`src/rtl/modesel_pkg.sv`:
```
package modesel_pkg;
  // Strobes from the mode decider to the run counter
  typedef struct packed {
    logic clear;    // drop the current run to zero
    logic advance;  // one more agreeing sample
  } runCtl_t;
endpackage

```
`src/rtl/mode_run_counter.sv`:
```
module mode_run_counter
  import modesel_pkg::*;
#(
  parameter int RUN_LEN = 8
) (
  input  logic    clk,
  input  logic    rstN,
  input  runCtl_t ctl,
  output logic    runFull
);
  localparam int CW = (RUN_LEN > 2) ? $clog2(RUN_LEN) : 1;
  localparam logic [CW-1:0] LAST = CW'(RUN_LEN - 1);

  logic [CW-1:0] runCnt;

  always_ff @(posedge clk) begin
    if (!rstN)             runCnt <= '0;
    else if (ctl.clear)    runCnt <= '0;
    else if (ctl.advance && runCnt != LAST) runCnt <= runCnt + 1'b1;
  end

  // High once RUN_LEN-1 samples agree; the next agreeing sample completes the run
  assign runFull = (runCnt == LAST);

  AST_RUN_BOUND: assert property (@(posedge clk) disable iff (!rstN)
    runCnt <= LAST);
  AST_CLEAR_TAKES: assert property (@(posedge clk) disable iff (!rstN)
    ctl.clear |=> (runCnt == '0));
  AST_ADVANCE_STEP: assert property (@(posedge clk) disable iff (!rstN)
    (ctl.advance && !ctl.clear && !runFull) |=> (runCnt == $past(runCnt) + 1'b1));
endmodule

```
`src/rtl/mode_decider.sv`:
```
module mode_decider
  import modesel_pkg::*;
(
  input  logic    clk,
  input  logic    rstN,
  input  logic    sampleStb,
  input  logic    phasePos,
  input  logic    outBelowHyst,
  input  logic    runFull,
  output runCtl_t ctl,
  output logic    modeHyst,
  output logic    bothOffPulse
);
  logic agree, hit, droopExit, swap;

  always_comb begin
    // A sample agrees when it argues for leaving the current mode
    agree       = modeHyst ? !phasePos : phasePos;
    hit         = sampleStb && agree;
    droopExit   = modeHyst && outBelowHyst;
    swap        = hit && runFull && !droopExit;
    ctl.clear   = droopExit || swap || (sampleStb && !agree);
    ctl.advance = hit && !runFull && !droopExit;
  end

  always_ff @(posedge clk) begin
    if (!rstN) begin
      modeHyst     <= 1'b0;
      bothOffPulse <= 1'b0;
    end else begin
      bothOffPulse <= swap && !modeHyst;
      if (droopExit)  modeHyst <= 1'b0;
      else if (swap)  modeHyst <= !modeHyst;
    end
  end

  AST_DROOP_EXIT: assert property (@(posedge clk) disable iff (!rstN)
    (modeHyst && outBelowHyst) |=> !modeHyst);
  AST_IDLE_HOLD: assert property (@(posedge clk) disable iff (!rstN)
    (!sampleStb && !(modeHyst && outBelowHyst)) |=> $stable(modeHyst));
  AST_OFF_SINGLE: assert property (@(posedge clk) disable iff (!rstN)
    bothOffPulse |=> !bothOffPulse);
  AST_OFF_ON_ENTRY: assert property (@(posedge clk) disable iff (!rstN)
    bothOffPulse |-> modeHyst);
  AST_PWM_DROOP_IGNORED: assert property (@(posedge clk) disable iff (!rstN)
    (!modeHyst && !sampleStb) |=> !modeHyst);
endmodule

```
`src/rtl/mode_selector.sv`:
```
module mode_selector
  import modesel_pkg::*;
#(
  parameter int RUN_LEN = 8
) (
  input  logic clk,
  input  logic rstN,
  input  logic sampleStb,
  input  logic phasePos,
  input  logic outBelowHyst,
  output logic modeHyst,
  output logic bothOffPulse
);
  runCtl_t runCtl;
  logic    runFull;

  mode_decider decider_i (
    .clk          (clk),
    .rstN         (rstN),
    .sampleStb    (sampleStb),
    .phasePos     (phasePos),
    .outBelowHyst (outBelowHyst),
    .runFull      (runFull),
    .ctl          (runCtl),
    .modeHyst     (modeHyst),
    .bothOffPulse (bothOffPulse)
  );

  mode_run_counter #(.RUN_LEN(RUN_LEN)) counter_i (
    .clk     (clk),
    .rstN    (rstN),
    .ctl     (runCtl),
    .runFull (runFull)
  );
endmodule

```
`config.mk`:
```
export PLATFORM = sky130hd
export DESIGN_NAME = mode_selector
export DESIGN_NICKNAME = d
export VERILOG_FILES = /design/src/rtl/modesel_pkg.sv /design/src/rtl/mode_run_counter.sv /design/src/rtl/mode_decider.sv /design/src/rtl/mode_selector.sv
export SDC_FILE = /design/constraint.sdc
export NUM_CORES = 1
export LEC_CHECK = 0
export BUFFER_PORTS_ARGS = -buffer_cell sky130_fd_sc_hd__buf_2
export CAP_MARGIN = 20
export CORE_AREA = 2 2 39 41
export CTS_BUF_LIST = sky130_fd_sc_hd__clkbuf_8
export DETAILED_ROUTE_END_ITERATION = 16
export DIE_AREA = 0 0 41 43
export GPL_ROUTABILITY_DRIVEN = 0
export PLACE_DENSITY = 0.45
export SYNTH_ARGS = -nofsm -noshare
export SYNTH_HDL_FRONTEND = slang
export SYNTH_SLANG_ARGS = --single-unit
```
`constraint.sdc`:
```
create_clock -name clk -period 2.7 [get_ports clk]
set_input_delay 0.135 -clock clk [delete_from_list [all_inputs] [get_ports clk]]
set_output_delay 0.135 -clock clk [all_outputs]
set_load 0.005 [all_outputs]
```
==> impl_metrics.env <==
export IMPL_outcome="completed"
export IMPL_instances_no_fill=60
export IMPL_die_h_um=43
export IMPL_fill_cells=157
export IMPL_ys_seq_area_frac=0.332
export IMPL_start_kind="register"
export IMPL_synth_distinct_cells=21
export IMPL_peakVddDrop_v=0.000176
export IMPL_grt_pass1_vias=242
export IMPL_crit_path_max_fanout=4
export IMPL_first_iter_violations=3
export IMPL_firstDrtPassIters=4
export IMPL_grt_use_total=0.0995
export IMPL_required_ns=2.84
export IMPL_post_cts_resize_count=0
export IMPL_finalCoreUtilization=0.287
export IMPL_hold_buffers=0
export IMPL_synth_ff_type="dfxtp_1"
export IMPL_cts_max_path_buffers=2
export IMPL_antenna_found_initial=0
export IMPL_finalCriticalPeriod_ns=1.48
export IMPL_overflow=0
export IMPL_placed_cells=56
export IMPL_cts_sinks=5
export IMPL_grt_max_degree=10
export IMPL_finalNetCount=52
export IMPL_syn_area_um2=302
export IMPL_p_total_mw=0.227
export IMPL_max_cap_violations=0
export IMPL_pin_count=7
export IMPL_synthCells=34
export IMPL_slew_viol_final=0
export IMPL_via_count=294
export IMPL_slew_limit_headroom=0.812
export IMPL_max_slew_worst_pin_slew_ns=0.281
export IMPL_cts_buffers=3
export IMPL_dp_hpwl_um=478
export IMPL_setup_viol=0
export IMPL_cts_tree="built"
export IMPL_fp_dieArea_mm2=0.00176
export IMPL_diodes=0
export IMPL_drc=0
export IMPL_post_cts_setup_buffer_count=0
export IMPL_drive_gt1_frac=0.273
export IMPL_syn_nets=41
export IMPL_holdWs_ns=0.141
export IMPL_viasPerCell=4.90
export IMPL_clock_latency_ns=0.22
export IMPL_wl_per_cell_um=11.0
export IMPL_avgSynthCellArea_um2=8.87
export IMPL_ys_ff_latch=5
export IMPL_hold_viol_final=0
export IMPL_crit_type="reg2reg"
export IMPL_synth_edff_count=0
export IMPL_endpoint_kind="register"
export IMPL_h_tree_depth=1
export IMPL_final_setup_tns_ns=0
export IMPL_grt_pass1_wl_um=1040
export IMPL_critPathArrivalTime_ns=1.62
export IMPL_drt_wl_total_um=659
export IMPL_synthArstFlopShare=0
export IMPL_clk_pin_slew_ns=0.04
export IMPL_fin_skew_ns=0.00238
export IMPL_clockRootBuffer="clkbuf_8"
export IMPL_floorplan_initialDensity=0.218
export IMPL_area_delta_synth_final_pct=31.5
export IMPL_grt_setup_unrepaired="false"
export IMPL_coreArea_mm2=0.00138
export IMPL_min_path_type="in2reg"
export IMPL_power_leakage_nw=0.176
export IMPL_row_count=14
export IMPL_ant_nets=0
export IMPL_die_x_um=41
export IMPL_powerDensity_mw_per_mm2=572
export IMPL_max_freq_ghz=0.677
export IMPL_yosysWarnings=0
export IMPL_portBuffers=6
export IMPL_final_period_utilization=0.547
## state kept, by name (all words and copies together) (netlist names)
register and count:
counter_i.runCnt 3, decider_i.bothOffPulse 1, decider_i.modeHyst 1
## layout by cell type, fill, tap and decap left out, types with 2 or more instances in the layout
cell type	n
a21oi_1	2
nor2_1	2
nand2_1	3
o211ai_1	3
clkbuf_8	3
inv_1	3
o41ai_1	2
ha_1	2
buf_2	6
dfxtp_1	5
## area by class of cell
type | count | area [µm²] | share of cell area
repair buffers | 6 | 30.0 | 0.0757
inverters | 2 | 7.51 | 0.0189
clock buffers | 3 | 41.3 | 0.104
multi-input cells | 27 | 194 | 0.489
well taps | 16 | 20.0 | 0.0505
flip-flops and latches | 5 | 100 | 0.252
clock inverters | 1 | 3.75 | 0.00946
## synth_stat cells, types with 2 or more instances
master    count  area (µm²)
nand2_1       3        11.3
nor2_1        2        7.51
ha_1          2        25.0
o41ai_1       2        17.5
inv_1         2        7.51
a21oi_1       2        10.0
dfxtp_1       5         100
o211ai_1      3        22.5
## critical path: stages (launching register included)
cell      delay [ns]
dfxtp_1         0.32
ha_1            0.20
ha_1            0.21
o21bai_1        0.16
a221o_1         0.35
a31oi_1         0.16
## kinds of logic after synthesis
kind of cell	count (synthesis)	share of synthesized area
compound gates	11	0.270
fa+ha+maj	2	0.0830
buf+inv	2	0.0249
flops	5	0.332
mux	1	0.0332
simple gates	13	0.257
## routing by layer
layer | vias up | global-route usage | routed length (µm)
met5 | - | 0 | 0
met4 | 0 | 0.140 | 34
met3 | 4 | 0.0471 | 28
met2 | 5 | 0.106 | 282
met1 | 139 | 0.113 | 314
li1 | 146 | - | -
## per-stage QoR
| step | worst slack, ns | area, µm² |
|---|---|---|
| after CTS | 1.20 | 397 |
| final | 1.22 | 397 |
| after global routing | 1.12 | 397 |
| after floorplan | 1.34 | 302 |
| after global placement | 1.23 | 352 |
| after detailed placement | 1.23 | 352 |
## power breakdown
group / leakage, nW / internal [mW] / switching [mW]
Combinational: 0.109 / 0.00710 / 0.00990
Clock: 0.0269 / 0.0974 / 0.0359
Sequential: 0.0404 / 0.0756 / 0.000924
Total: 0.176 / 0.180 / 0.0467
## worst paths after layout
check | from | to | slack, ns | cells past startpoint
min reg2reg | counter_i.runCnt[1] | counter_i.runCnt[1] | 0.47 | 2
max reg2reg | counter_i.runCnt[0] | counter_i.runCnt[0] | 1.22 | 5
min | rstN | decider_i.bothOffPulse | 0.14 | 3
max | counter_i.runCnt[0] | counter_i.runCnt[0] | 1.22 | 5
No activity file was read; power rests on OpenSTA's default activity.
